--- src/rtl/secw_pkg.sv ---
package secw_pkg;
  typedef enum logic [2:0] {
    S_IDLE,
    S_WIN,
    S_RUN,
    S_SPEND,
    S_SUSP,
    S_PBUSY
  } secw_state_e;
endpackage

--- src/rtl/secw_timer.sv ---
// Loadable down-counter that parks at zero.
module secw_timer #(
  parameter int W = 8
) (
  input  logic         clk,
  input  logic         rst,
  input  logic         load,
  input  logic [W-1:0] load_val,
  output logic         zero
);
  logic [W-1:0] cnt;

  always_ff @(posedge clk) begin
    if (rst)              cnt <= '0;
    else if (load)        cnt <= load_val;
    else if (cnt != '0)   cnt <= cnt - 1'b1;
  end

  assign zero = (cnt == '0);
endmodule

--- src/rtl/secw_mask.sv ---
// Collects requested sectors and filters out protected ones.
module secw_mask #(
  parameter int NSECT = 8,
  localparam int IDXW = $clog2(NSECT)
) (
  input  logic             clk,
  input  logic             rst,
  input  logic             clr,
  input  logic             add,
  input  logic [IDXW-1:0]  idx,
  input  logic [NSECT-1:0] prot,
  output logic [NSECT-1:0] eff
);
  logic [NSECT-1:0] dec;
  logic [NSECT-1:0] raw;

  for (genvar g = 0; g < NSECT; g++) begin : g_dec
    assign dec[g] = (idx == IDXW'(g));
  end

  always_ff @(posedge clk) begin
    if (rst) raw <= '0;
    else     raw <= (clr ? '0 : raw) | (add ? dec : '0);
  end

  assign eff = raw & ~prot;
endmodule

--- src/rtl/secw_ctrl.sv ---
module secw_ctrl
  import secw_pkg::*;
#(
  parameter int NSECT    = 8,
  parameter int WIN_CYC  = 20000,
  parameter int SUSP_CYC = 3750,
  parameter int PROT_CYC = 1250,
  localparam int IDXW    = $clog2(NSECT),
  localparam int WTW     = $clog2(WIN_CYC + 1),
  localparam int AUX_MAX = (SUSP_CYC > PROT_CYC) ? SUSP_CYC : PROT_CYC,
  localparam int ATW     = $clog2(AUX_MAX + 1)
) (
  input  logic             clk,
  input  logic             rst,
  input  logic             se_req,
  input  logic [IDXW-1:0]  se_idx,
  input  logic             other_cmd,
  input  logic             susp_req,
  input  logic             resume_req,
  input  logic [NSECT-1:0] prot_mask,
  input  logic             eng_done,
  output logic             erase_start,
  output logic [NSECT-1:0] act_mask,
  output logic             win_open,
  output logic             erase_locked,
  output logic             suspended,
  output logic             busy
);
  localparam logic [WTW-1:0] WIN_LD  = WTW'(WIN_CYC - 1);
  localparam logic [ATW-1:0] SUSP_LD = ATW'(SUSP_CYC - 1);
  localparam logic [ATW-1:0] PROT_LD = ATW'(PROT_CYC - 1);

  secw_state_e st, st_n;
  logic wload, aload, wzero, azero, m_clr, m_add, start_n;
  logic [ATW-1:0]   aval;
  logic [NSECT-1:0] eff, act_n;

  secw_timer #(.W(WTW)) u_wtmr (
    .clk(clk), .rst(rst), .load(wload), .load_val(WIN_LD), .zero(wzero)
  );

  secw_timer #(.W(ATW)) u_atmr (
    .clk(clk), .rst(rst), .load(aload), .load_val(aval), .zero(azero)
  );

  secw_mask #(.NSECT(NSECT)) u_mask (
    .clk(clk), .rst(rst), .clr(m_clr), .add(m_add), .idx(se_idx),
    .prot(prot_mask), .eff(eff)
  );

  always_comb begin
    st_n    = st;
    wload   = 1'b0;
    aload   = 1'b0;
    aval    = SUSP_LD;
    m_clr   = 1'b0;
    m_add   = 1'b0;
    start_n = 1'b0;
    act_n   = act_mask;
    unique case (st)
      S_IDLE: begin
        if (se_req) begin
          st_n  = S_WIN;
          wload = 1'b1;
          m_clr = 1'b1;
          m_add = 1'b1;
        end
      end
      S_WIN: begin
        if (other_cmd) begin
          st_n = S_IDLE;
        end else if (susp_req) begin
          if (eff == '0) begin
            st_n  = S_PBUSY;
            aload = 1'b1;
            aval  = PROT_LD;
          end else begin
            st_n  = S_SUSP;
            act_n = eff;
          end
        end else if (se_req) begin
          m_add = 1'b1;
          wload = 1'b1;
        end else if (wzero) begin
          if (eff == '0) begin
            st_n  = S_PBUSY;
            aload = 1'b1;
            aval  = PROT_LD;
          end else begin
            st_n    = S_RUN;
            start_n = 1'b1;
            act_n   = eff;
          end
        end
      end
      S_RUN: begin
        if (eng_done) begin
          st_n  = S_IDLE;
          act_n = '0;
        end else if (susp_req) begin
          st_n  = S_SPEND;
          aload = 1'b1;
          aval  = SUSP_LD;
        end
      end
      S_SPEND: begin
        if (eng_done) begin
          st_n  = S_IDLE;
          act_n = '0;
        end else if (azero) begin
          st_n = S_SUSP;
        end
      end
      S_SUSP: begin
        if (resume_req) begin
          st_n    = S_RUN;
          start_n = 1'b1;
        end
      end
      S_PBUSY: begin
        if (azero) st_n = S_IDLE;
      end
      default: st_n = S_IDLE;
    endcase
  end

  always_ff @(posedge clk) begin
    if (rst) begin
      st           <= S_IDLE;
      erase_start  <= 1'b0;
      act_mask     <= '0;
      win_open     <= 1'b0;
      erase_locked <= 1'b0;
      suspended    <= 1'b0;
      busy         <= 1'b0;
    end else begin
      st           <= st_n;
      erase_start  <= start_n;
      act_mask     <= act_n;
      win_open     <= (st_n == S_WIN);
      erase_locked <= (st_n inside {S_RUN, S_SPEND, S_SUSP});
      suspended    <= (st_n == S_SUSP);
      busy         <= (st_n inside {S_RUN, S_SPEND, S_PBUSY});
    end
  end
endmodule

--- config.mk ---
export PLATFORM = sky130hd
export DESIGN_NAME = secw_ctrl
export DESIGN_NICKNAME = d
export VERILOG_FILES = /design/src/rtl/secw_pkg.sv /design/src/rtl/secw_timer.sv /design/src/rtl/secw_mask.sv /design/src/rtl/secw_ctrl.sv
export SDC_FILE = /design/constraint.sdc
export NUM_CORES = 1
export LEC_CHECK = 0
export BUFFER_PORTS_ARGS = -buffer_cell sky130_fd_sc_hd__buf_2
export CAP_MARGIN = 25
export CORE_ASPECT_RATIO = 0.8
export CORE_MARGIN = 1
export CORE_UTILIZATION = 57
export DETAILED_ROUTE_END_ITERATION = 7
export GPL_TIMING_DRIVEN = 1
export MAX_ROUTING_LAYER = met4
export PLACE_DENSITY = 0.79
export SKIP_CTS_REPAIR_TIMING = 1
export SLEW_MARGIN = 20
export SYNTH_ARGS = -nofsm -noshare
export SYNTH_HDL_FRONTEND = slang
export SYNTH_SLANG_ARGS = --single-unit
--- constraint.sdc ---
create_clock -name clk -period 2.64 [get_ports clk]
set_input_delay 0.396 -clock clk [delete_from_list [all_inputs] [get_ports clk]]
set_output_delay 0.396 -clock clk [all_outputs]
set_load 0.005 [all_outputs]
Word level (Yosys, flattened, before mapping)
Index checks and enable logic that the tools add are counted.
Widths: inputs -> output; s select.
- $mul: 0
- equal/unequal tests: 21
- $lt $le $gt $ge: 0
- bitwise operators: 3
- shift operators: 0
- muxes and demuxes: 53
- reductions and logical operators: 15
- div/mod/pow operators: 0
- add/subtract/negate cells: 2
- operator list (kind ; count):
    $mux 12 ; 8
    $mux 8 ; 8
    $mux 3 ; 12
    $mux 15 ; 2
    $eq 3x3->1 const B ; 8
    $eq 3x2->1 const B ; 6
    $mux 1 ; 18
    $pmux 3 s6 ; 1
    $pmux 8 s2 ; 1
    $logic_not 15->1 ; 1
    $reduce_bool 15->1 ; 1
    $sub 15x1->15 const B ; 1
    $logic_not 12->1 ; 1
    $reduce_bool 12->1 ; 1
    $sub 12x1->12 const B ; 1
    $eq 3x1->1 const B ; 3
    $and 8x8->8 ; 1
    $logic_not 8->1 ; 1
    $not 8->8 ; 1
    $or 8x8->8 ; 1
    $logic_not 3->1 ; 2
    $pmux 1 s2 ; 3
    $reduce_bool 2->1 ; 3
    $reduce_bool 3->1 ; 2
    other kinds (6) ; 7
- memories: 0
- register bits: 51
- memory bits (writable): 0
- latch bits: 0
- input bits: 18
- bits in read-only memories: 0
- output and inout port bits: 13

Depth between registers and ports, before layout
Gate-level depths: netlist (run 1).
- word-level depth: 11
- mapped depth: 10

Modules after synthesis
A second synthesis (run 1) with hierarchy kept.
- cells, all modules: 331
- area, all modules: 2867.8 um^2
- by module, submodules not included (module ; times used ; cells an instance ; area each (um^2)):
    secw_timer (u_wtmr) ; 1 ; 102 ; 898.4
    secw_ctrl ; 1 ; 95 ; 859.6
    secw_timer (u_atmr) ; 1 ; 93 ; 729.4
    secw_mask ; 1 ; 41 ; 380.4

Worst setup path before layout (run 1)
No wires, ideal clock.
- path type: register to register
- start point: register u_atmr.cnt[3]
- end point: register erase_locked
- cell stages (with the launch flop): 8
- buffers on the path: 1
- setup time: 0.130 ns
- data required time: 2.510 ns
- arrival: 2.161 ns
- period minus slack after synthesis: 2.291 ns
- setup slack: 0.349 ns
- cells stage by stage: dfxtp_1 or4_1 or3_1 or2_0 clkbuf_1 a31oi_1 a21boi_2 o21ai_1
- word-level cells in the longest chain between the ends: 6
- elaborated cells on any way between the ends: 9
- those cells by class: eq/ne: 3; mux: 4; reduce/logical: 2
- ends and longest elaborated chain (element ; line ; source):
    from (decl) ; secw_timer.sv:11 ; logic [W-1:0] cnt;
    from (signal assigned) ; secw_timer.sv:15 ; else if (load) cnt <= load_val;
    from (signal assigned) ; secw_timer.sv:16 ; else if (cnt != '0) cnt <= cnt - 1'b1;
    $logic_not 12->1 * ; secw_timer.sv:19 ; assign zero = (cnt == '0);
    $mux 3 ; secw_ctrl.sv:110 ; end else if (azero) begin
    $mux 3 ; secw_ctrl.sv:107 ; if (eng_done) begin
    $pmux 3 s6 * ; secw_ctrl.sv:60 ; unique case (st)
    $eq 3x2->1 / $eq 3x3->1 (equally long branches) ; secw_ctrl.sv:141 ; erase_locked <= (st_n inside {S_RUN, S_SPEND, S_SUSP});
    $reduce_bool 3->1 * ; secw_ctrl.sv:141 ;
    to (signal assigned) ; secw_ctrl.sv:141 ;
    to (decl) ; secw_ctrl.sv:25 ; output logic erase_locked,
Every way passes the cells marked *; elsewhere a longest branch is shown, timed or not.
A chain may end at the register's enable or synchronous reset.

Worst setup path after layout (run 1)
- start point: register u_wtmr.cnt[2]
- end point: register act_mask[4]
- word-level cells in the longest chain between the ends: 3
- ends and longest elaborated chain (element ; line ; source):
    from (decl) ; secw_timer.sv:11 ;
    from (signal assigned) ; secw_timer.sv:15 ;
    from (signal assigned) ; secw_timer.sv:16 ;
    $logic_not 15->1 ; secw_timer.sv:19 ;
    $ne 3x2->1 (no source line) ; - ;
    $reduce_and 5->1 (no source line) ; - ;
    to (signal assigned) ; secw_ctrl.sv:139 ; act_mask <= act_n;
    to (decl) ; secw_ctrl.sv:23 ; output logic [NSECT-1:0] act_mask,
No other way between the ends.

==> impl_metrics.toml, run 1 <==
[run_status]
status = "finished, final reports clean"

[global_route]
grt_pass1_vias = 1834
grt_max_degree = 33
grtUsageTotal = 0.2527
grt_pass1_wl_um = 8328
globalRouteOverflowTotal = 0
antenna_found_initial = 0

[logic_synthesis]
synth_edf_count = 0
ys_ff_latch = 51
synth_nets = 304
yosysTopAreaCell = "dfxtp_1"
synth_area_per_cell_um2 = 8.674
synth_cells = 283
synth_seq_area_share = 0.4159
async_flop_share = 0
yosysUniqueCellTypes = 56
synth_common_cells = "dfxtp_1 (51), a21oi_1 (32), nor2_1 (26)"
yosysMostFrequentCell = "dfxtp_1"
netlist_area_um2 = 2455
synth_flop_cell = "dfxtp_1"
ys_warn_count = 0
synth_top_area_frac = 0.4159
synth.top_cells.by_area = "dfxtp_1 (42%), a21oi_1 (6.5%), nor2_1 (4.0%)"

[die]
die_w_um = 75.37
initial_core_util = 0.6209
die_area_um2 = 4575
core_region_area_um2 = 3954
die_height_um = 60.70
rows = 20
io_pins = 31

[sta]
slew_violations = 0
worstMarginPinSlew_ps = 803.3
rsz0062_at_grt = "false"
final.min_clock_period_ps = 2405
finalHoldViolations = 0
setup_viol = 0
min_period_over_period = 0.9110
finalSetupTns_ps = 0
skew_ps = 8.591
holdWs_ps = 388.3
timing.slew.headroom = 0.4596
fmax_mhz = 415.8

[job]
max_cap_viol_count = 0

[route]
vias = 2082
wire_per_inst_um = 13.36
drt_iter0_drc = 143
wl_um = 4971
viasPerCell = 5.597
drt-pass1-iter-count = 4
drc = 0
postRouteAntennaNets = 0

[power_and_ir_drop]
power.total_uw = 2277
irDropWorstVdd_uv = 545.2
power_per_cell_area_nw_per_um2 = 830.1
power_leakage_uw = 0.001105

[cts]
cts_buffer_depth = 2
cts_tree = "done"
clk_latency_ps = 310
path_clk_slew_ps = 100
cts_buffers = 5
htreeDepth = 2
cts-root-buf = "clkbuf_8"
clkSinkCount = 51

[finish]
nNetsFinal = 337
n_antenna_cell = 0
areaGrowthSynthToFinish_pct = 11.72
drive_gt1_frac = 0.1956
fillers = 351

[worst_setup_path]
endpoint_kind = "register"
rr_worst_depth = 6
path_class = "reg -> reg"
start_kind = "register"
reg2reg_to = "act_mask[4]"
r2r_start = "u_wtmr.cnt[2]"
crit_start = "u_wtmr.cnt[2]"
cp.arrival_ps = 2650
crit_fanout = 16
r2r_slack_ps = 230
cp_data_required_time_ps = 2880

[placed_design]
gp_congestion = 0.9010
portBuffers = 30
dp_hpwl_um = 3708

[hold_path]
min-delay-start = "resume_req"
hold_end = "erase_start"
hold_path.class = "in -> reg"
holdPathStages = 3
## registers in the layout (all words and copies together), names as in the netlist
register,count
erase_start,1
u_wtmr.cnt,15
win_open,1
busy,1
u_mask.raw,8
st,3
erase_locked,1
u_atmr.cnt,12
suspended,1
act_mask,8
## critical path: stages, from the launching register on
cell,delay (ps)
dfxtp_1,360
or4_4,560
nand2b_4,170
or2_1,280
a32o_2,380
or3_2,440
a21oi_1,160
## metal layers
metal,vias up,global-route usage,share of wire
met3,7,0.05482,0.048
met5,-,-,0
met4,0,0.08466,0.013
li1,1077,-,-
met2,57,0.3584,0.42
met1,941,0.3557,0.52
## final cells by class
type,instances,area (µm²),share of cell area
flip-flops and latches,51,1021,0.3723
clock buffers,6,82.58,0.03011
clock inverters,2,16.27,0.005931
multi-input cells,213,1318,0.4804
repair buffers,38,210.2,0.07664
well taps,55,68.82,0.02509
inverters,7,26.28,0.009580
## logic make-up after synthesis
group                      Yosys count  synth area share
buffers and inverters               19           0.04791
and+or+nand+nor                    125            0.2829
DFF                                 51            0.4159
adders and majority gates            3           0.01529
xor gates and xnor gates            21           0.07492
AOI/OAI and AO/OA                   64            0.1631
## power by group
| part | internal [µW] | switching (µW) |
|---|---|---|
| clock | 214 | 259 |
| sequential | 889 | 111 |
| combinational | 380 | 424 |
## how the worst max path moves through the flow
stage	endpoint	depth (start not counted)	slack, ps
floorplan	erase_locked	7	350
global placement	act_mask[2]	6	320
detailed placement	act_mask[4]	6	240
CTS	u_atmr.cnt[1]	5	240
global route	erase_locked	6	20
finish	act_mask[4]	6	230
## layout by cell type, fill, tap and decap left out, types with 8 or more instances in the layout
master	Yosys	final
nor2_1	26	26
xor2_1	10	10
buf_4	1	8
buf_2	0	30
dfxtp_1	51	51
nand2b_1	10	10
nor4_1	9	9
nor3_1	12	12
a21oi_1	32	32
nand2_1	20	20
xnor2_1	11	11
## per-stage QoR
step / area [µm²] / cells / utilization / worst slack (ps)
after floorplan: 2455 / 283 / - / 348.6
after global placement: 2643 / 364 / 0.6684 / 322.7
after detailed placement: 2643 / 364 / 0.6684 / 240.2
after CTS: 2741 / 372 / 0.6934 / 235.0
after global routing: 2743 / 372 / 0.6937 / 19.52
final: 2743 / 372 / 0.6937 / 234.9
Note: power is estimated with default switching activity, not from simulation.
==> run 2, diff against run 1 <==
--- a/config.mk
+++ b/config.mk
@@ -7,7 +7,7 @@
 export LEC_CHECK = 0
 export BUFFER_PORTS_ARGS = -buffer_cell sky130_fd_sc_hd__buf_2
 export CAP_MARGIN = 25
-export CORE_ASPECT_RATIO = 0.8
+export CORE_ASPECT_RATIO = 1.75
 export CORE_MARGIN = 1
 export CORE_UTILIZATION = 57
 export DETAILED_ROUTE_END_ITERATION = 7
==> impl_metrics.toml, run 2 (synthesized netlist as in run 1, its figures left out) <==
[cts]
cts_buffer_depth = 2
htreeDepth = 2
cts_tree = "done"
cts-root-buf = "clkbuf_8"
cts_buffers = 5
path_clk_slew_ps = 90
clkSinkCount = 51
clk_latency_ps = 310

[power_and_ir_drop]
irDropWorstVdd_uv = 613.2
power_leakage_uw = 0.001114
power.total_uw = 2387
power_per_cell_area_nw_per_um2 = 868.2

[route]
wl_um = 5401
drt-pass1-iter-count = 4
drc = 0
wire_per_inst_um = 14.80
vias = 2133
postRouteAntennaNets = 0
drt_iter0_drc = 62
viasPerCell = 5.844

[finish]
largest_register = "u_wtmr.cnt"
largest_register_ffs = 15
multiInputGateArea_um2 = 1316
ff_latch_area_um2 = 1021
areaGrowthSynthToFinish_pct = 11.98
mostFrequentLayoutCell = "dfxtp_1"
n_antenna_cell = 0
layout_common_cells = "dfxtp_1 (51), a21oi_1 (32), buf_2 (30)"
fillers = 370
nNetsFinal = 336
drive_gt1_frac = 0.1930
largest_registers = "u_wtmr.cnt (15), u_atmr.cnt (12)"

[sta]
setup_viol = 0
worstMarginPinSlew_ps = 693.6
finalHoldViolations = 0
timing.slew.headroom = 0.5348
fmax_mhz = 412.1
rsz0062_at_grt = "false"
min_period_over_period = 0.9191
slew_violations = 0
skew_ps = 12.17
finalSetupTns_ps = 0
final.min_clock_period_ps = 2426

[worst_setup_path]
cp.arrival_ps = 2670
cp_data_required_time_ps = 2880
crit_fanout = 16
endpoint_kind = "register"
start_kind = "register"
path_class = "reg -> reg"

[hold_path]
hold_path.class = "in -> reg"

[global_route]
grt_max_degree = 29
grt_pass1_vias = 2010
globalRouteOverflowTotal = 0
grtUsageTotal = 0.2620
antenna_found_initial = 0
grt_pass1_wl_um = 8673

[placed_design]
gp_congestion = 0.8932
dp_hpwl_um = 4045
portBuffers = 30

[die]
die_area_um2 = 4584
initial_core_util = 0.5915
core_region_area_um2 = 4150
io_pins = 31
die_w_um = 51.61
die_height_um = 88.82
rows = 31

[job]
max_cap_viol_count = 0

[run_status]
status = "finished, final reports clean"
## run 2: path summary, 6_finish.rpt
kind / from / endpoint / slack (ps) / depth (start not counted)
worst max-delay path: u_wtmr.cnt[2] / act_mask[3] / 210 / 6
worst min-delay path: se_idx[1] / u_mask.raw[7] / 420 / 3
worst max register to register: u_wtmr.cnt[2] / act_mask[3] / 210 / 6
worst min register to register: act_mask[0] / act_mask[0] / 460 / 2
## run 2: worst max-delay path: stages, from the launching register on
cell and delay (ps):
dfxtp_1 360, or4_4 560, nand2b_4 170, or2_1 300, a32o_2 390, or3_2 430
a21oi_1 150
## run 2: metrics by stage
stage	hold slack (ps)	util	area [µm²]	worst slack, ps	std cells
2_1_floorplan	437.7	-	2455	348.6	283
3_3_place_gp	438.3	0.6331	2628	281.3	357
3_5_place_dp	446.9	0.6331	2628	256.0	357
4_1_cts	413.4	0.6623	2749	223.4	365
5_1_grt	423.8	0.6623	2749	77.10	365
6_report	418.0	0.6623	2749	213.6	365
## run 2: final cells by class
type                            count  area share
Tap cell                           49     0.02230
Sequential cell                    51      0.3714
Clock inverter                      2     0.01411
Inverter                            7    0.009558
Multi-Input combinational cell    213      0.4788
Clock buffer                        6     0.03004
Timing Repair Buffer               37     0.07374
## run 2: per-layer routing
layer | global-route usage | part of all wire
met4 | 0.1204 | 0.027
met5 | - | 0
met2 | 0.4852 | 0.56
met3 | 0.05498 | 0.028
met1 | 0.2503 | 0.39
## run 2: power by group
part / switching, µW / internal [µW] / total, µW
logic: 438 / 375 / 813
registers: 114 / 889 / 1000
clock network: 259 / 312 / 570
==> run 3, diff against run 2 <==
--- a/config.mk
+++ b/config.mk
@@ -9,11 +9,11 @@
 export CAP_MARGIN = 25
 export CORE_ASPECT_RATIO = 1.75
 export CORE_MARGIN = 1
-export CORE_UTILIZATION = 57
+export CORE_UTILIZATION = 60
 export DETAILED_ROUTE_END_ITERATION = 7
 export GPL_TIMING_DRIVEN = 1
 export MAX_ROUTING_LAYER = met4
-export PLACE_DENSITY = 0.79
+export PLACE_DENSITY = 0.82
 export SKIP_CTS_REPAIR_TIMING = 1
 export SLEW_MARGIN = 20
 export SYNTH_ARGS = -nofsm -noshare
==> constraint.sdc (replaced) <==
create_clock -name clk -period 2.9 [get_ports clk]
set_input_delay 0.435 -clock clk [delete_from_list [all_inputs] [get_ports clk]]
set_output_delay 0.435 -clock clk [all_outputs]
set_load 0.005 [all_outputs]
==> impl_metrics.toml, run 3 (synthesized netlist as in run 1, its figures left out) <==
[route]
drt_iter0_drc = 37
vias = 2130
postRouteAntennaNets = 0
drc = 0
drt-pass1-iter-count = 4
viasPerCell = 5.884
wl_um = 5328
wire_per_inst_um = 14.72

[die]
die_area_um2 = 4361
rows = 30
core_region_area_um2 = 3904
die_height_um = 86.62
initial_core_util = 0.6288
io_pins = 31
die_w_um = 50.35

[finish]
largest_registers = "u_wtmr.cnt (15), u_atmr.cnt (12)"
largest_register_ffs = 15
layout_common_cells = "dfxtp_1 (51), a21oi_1 (32), buf_2 (30)"
nNetsFinal = 334
n_antenna_cell = 0
areaGrowthSynthToFinish_pct = 11.16
mostFrequentLayoutCell = "dfxtp_1"
fillers = 346
drive_gt1_frac = 0.1879
largest_register = "u_wtmr.cnt"

[sta]
finalSetupTns_ps = 0
rsz0062_at_grt = "false"
skew_ps = 6.419
fmax_mhz = 402.1
final.min_clock_period_ps = 2487
min_period_over_period = 0.8576
worstMarginPinSlew_ps = 801.4
timing.slew.headroom = 0.4609
finalHoldViolations = 0
holdWs_ps = 419.0
setup_viol = 0
slew_violations = 0

[power_and_ir_drop]
power_leakage_uw = 0.001105
swShare = 0.3405
combPwrFrac = 0.340
power_per_cell_area_nw_per_um2 = 787.0
irDropWorstVdd_uv = 653.9
p_sw_uw = 731.2
p_seq_frac = 0.426
clockPowerShare = 0.233
p_int_uw = 1417

[worst_setup_path]
slowest_delay_ps = 600
reg2reg_to = "busy"
critPathSlowestCell = "or4_1"
endpoint_kind = "register"
r2r_slack_ps = 410
path_class = "reg -> reg"
worst-path-buf-inv = 0
worstPathCellList = "or4_1, or3_1, or2_0, o2bb2ai_1, o21ai_0, o31ai_1"
r2r_start = "u_atmr.cnt[3]"
crit_fanout = 8
crit_family = "simple AND/OR/NAND/NOR gates"
cp.arrival_ps = 2660
cp_data_required_time_ps = 3080
start_kind = "register"
rr_worst_depth = 6

[global_route]
grt_max_degree = 28
grt_pass1_wl_um = 8894
grtUsageTotal = 0.2756
antenna_found_initial = 0
globalRouteOverflowTotal = 0
grt_pass1_vias = 2104

[cts]
cts_tree = "done"
cts_buffers = 5
htreeDepth = 2
cts_buffer_depth = 2
cts-root-buf = "clkbuf_8"
clk_latency_ps = 300
path_clk_slew_ps = 90
clkSinkCount = 51

[placed_design]
portBuffers = 30
gp_congestion = 0.9235
dp_hpwl_um = 4038

[hold_path]
holdPathStages = 3
min-delay-start = "resume_req"
hold_end = "erase_start"
hold_path.class = "in -> reg"

[run_status]
status = "finished, final reports clean"

[job]
max_cap_viol_count = 0
==> run 3: cell types whose count changed in the layout (fill, tap and decap cells not counted), sizes merged <==
cell    delta
buf        -2
clkinv     +1
inv        -1
==> run 3: power by group through the flow <==
stage / logic, µW / registers [µW] / clock network [µW]
floorplan: 582 / 899 / 0
global placement: 703 / 918 / 0
global route: 808 / 924 / 543
finish: 731 / 916 / 501
detailed placement: 718 / 925 / 0
CTS: 728 / 911 / 512
==> run 3: layout make-up <==
class / instances / area [µm²] / area share
clock buffers: 6 / 82.58 / 0.03026
clock inverters: 2 / 35.03 / 0.01284
inverters: 7 / 26.28 / 0.009629
multi-input cells: 213 / 1316 / 0.4823
flip-flops and latches: 51 / 1021 / 0.3741
well taps: 48 / 60.06 / 0.02201
repair buffers: 35 / 187.7 / 0.06878
==> run 3: per-layer routing <==
layer  vias up  share of wire  GRT usage
met5         -              0          -
met4         0          0.045     0.1742
met3        23          0.028    0.04737
met2        50           0.54     0.5067
met1       992           0.39     0.2533
li1       1065              -          -
==> run 3: tightest hold or removal path, delay by kind of cell <==
kind                   cells  cell delay (ps)
buffers and inverters      1              120
AOI/OAI and AO/OA          1               60
and+or+nand+nor            1               70
==> run 3: worst max path at each step <==
stage                       start      endpoint  slack (ps)  depth (start not counted)
floorplan           u_atmr.cnt[3]  erase_locked         610                          7
detailed placement  u_atmr.cnt[3]          busy         450                          6
global placement    u_atmr.cnt[3]          busy         520                          6
CTS                 u_atmr.cnt[3]          busy         430                          6
finish              u_atmr.cnt[3]          busy         410                          6
global route        u_atmr.cnt[3]  erase_locked         250                          6
==> run 3: per-stage QoR <==
stage / power, µW / instance area [µm²] / utilization / cells / worst slack (ps)
after global routing: 2275 / 2729 / 0.6990 / 362 / 245.3
after CTS: 2151 / 2729 / 0.6990 / 362 / 428.2
final: 2148 / 2729 / 0.6990 / 362 / 412.9
after floorplan: 1481 / 2455 / - / 283 / 608.6
after detailed placement: 1643 / 2611 / 0.6689 / 354 / 447.0
after global placement: 1621 / 2611 / 0.6689 / 354 / 524.0
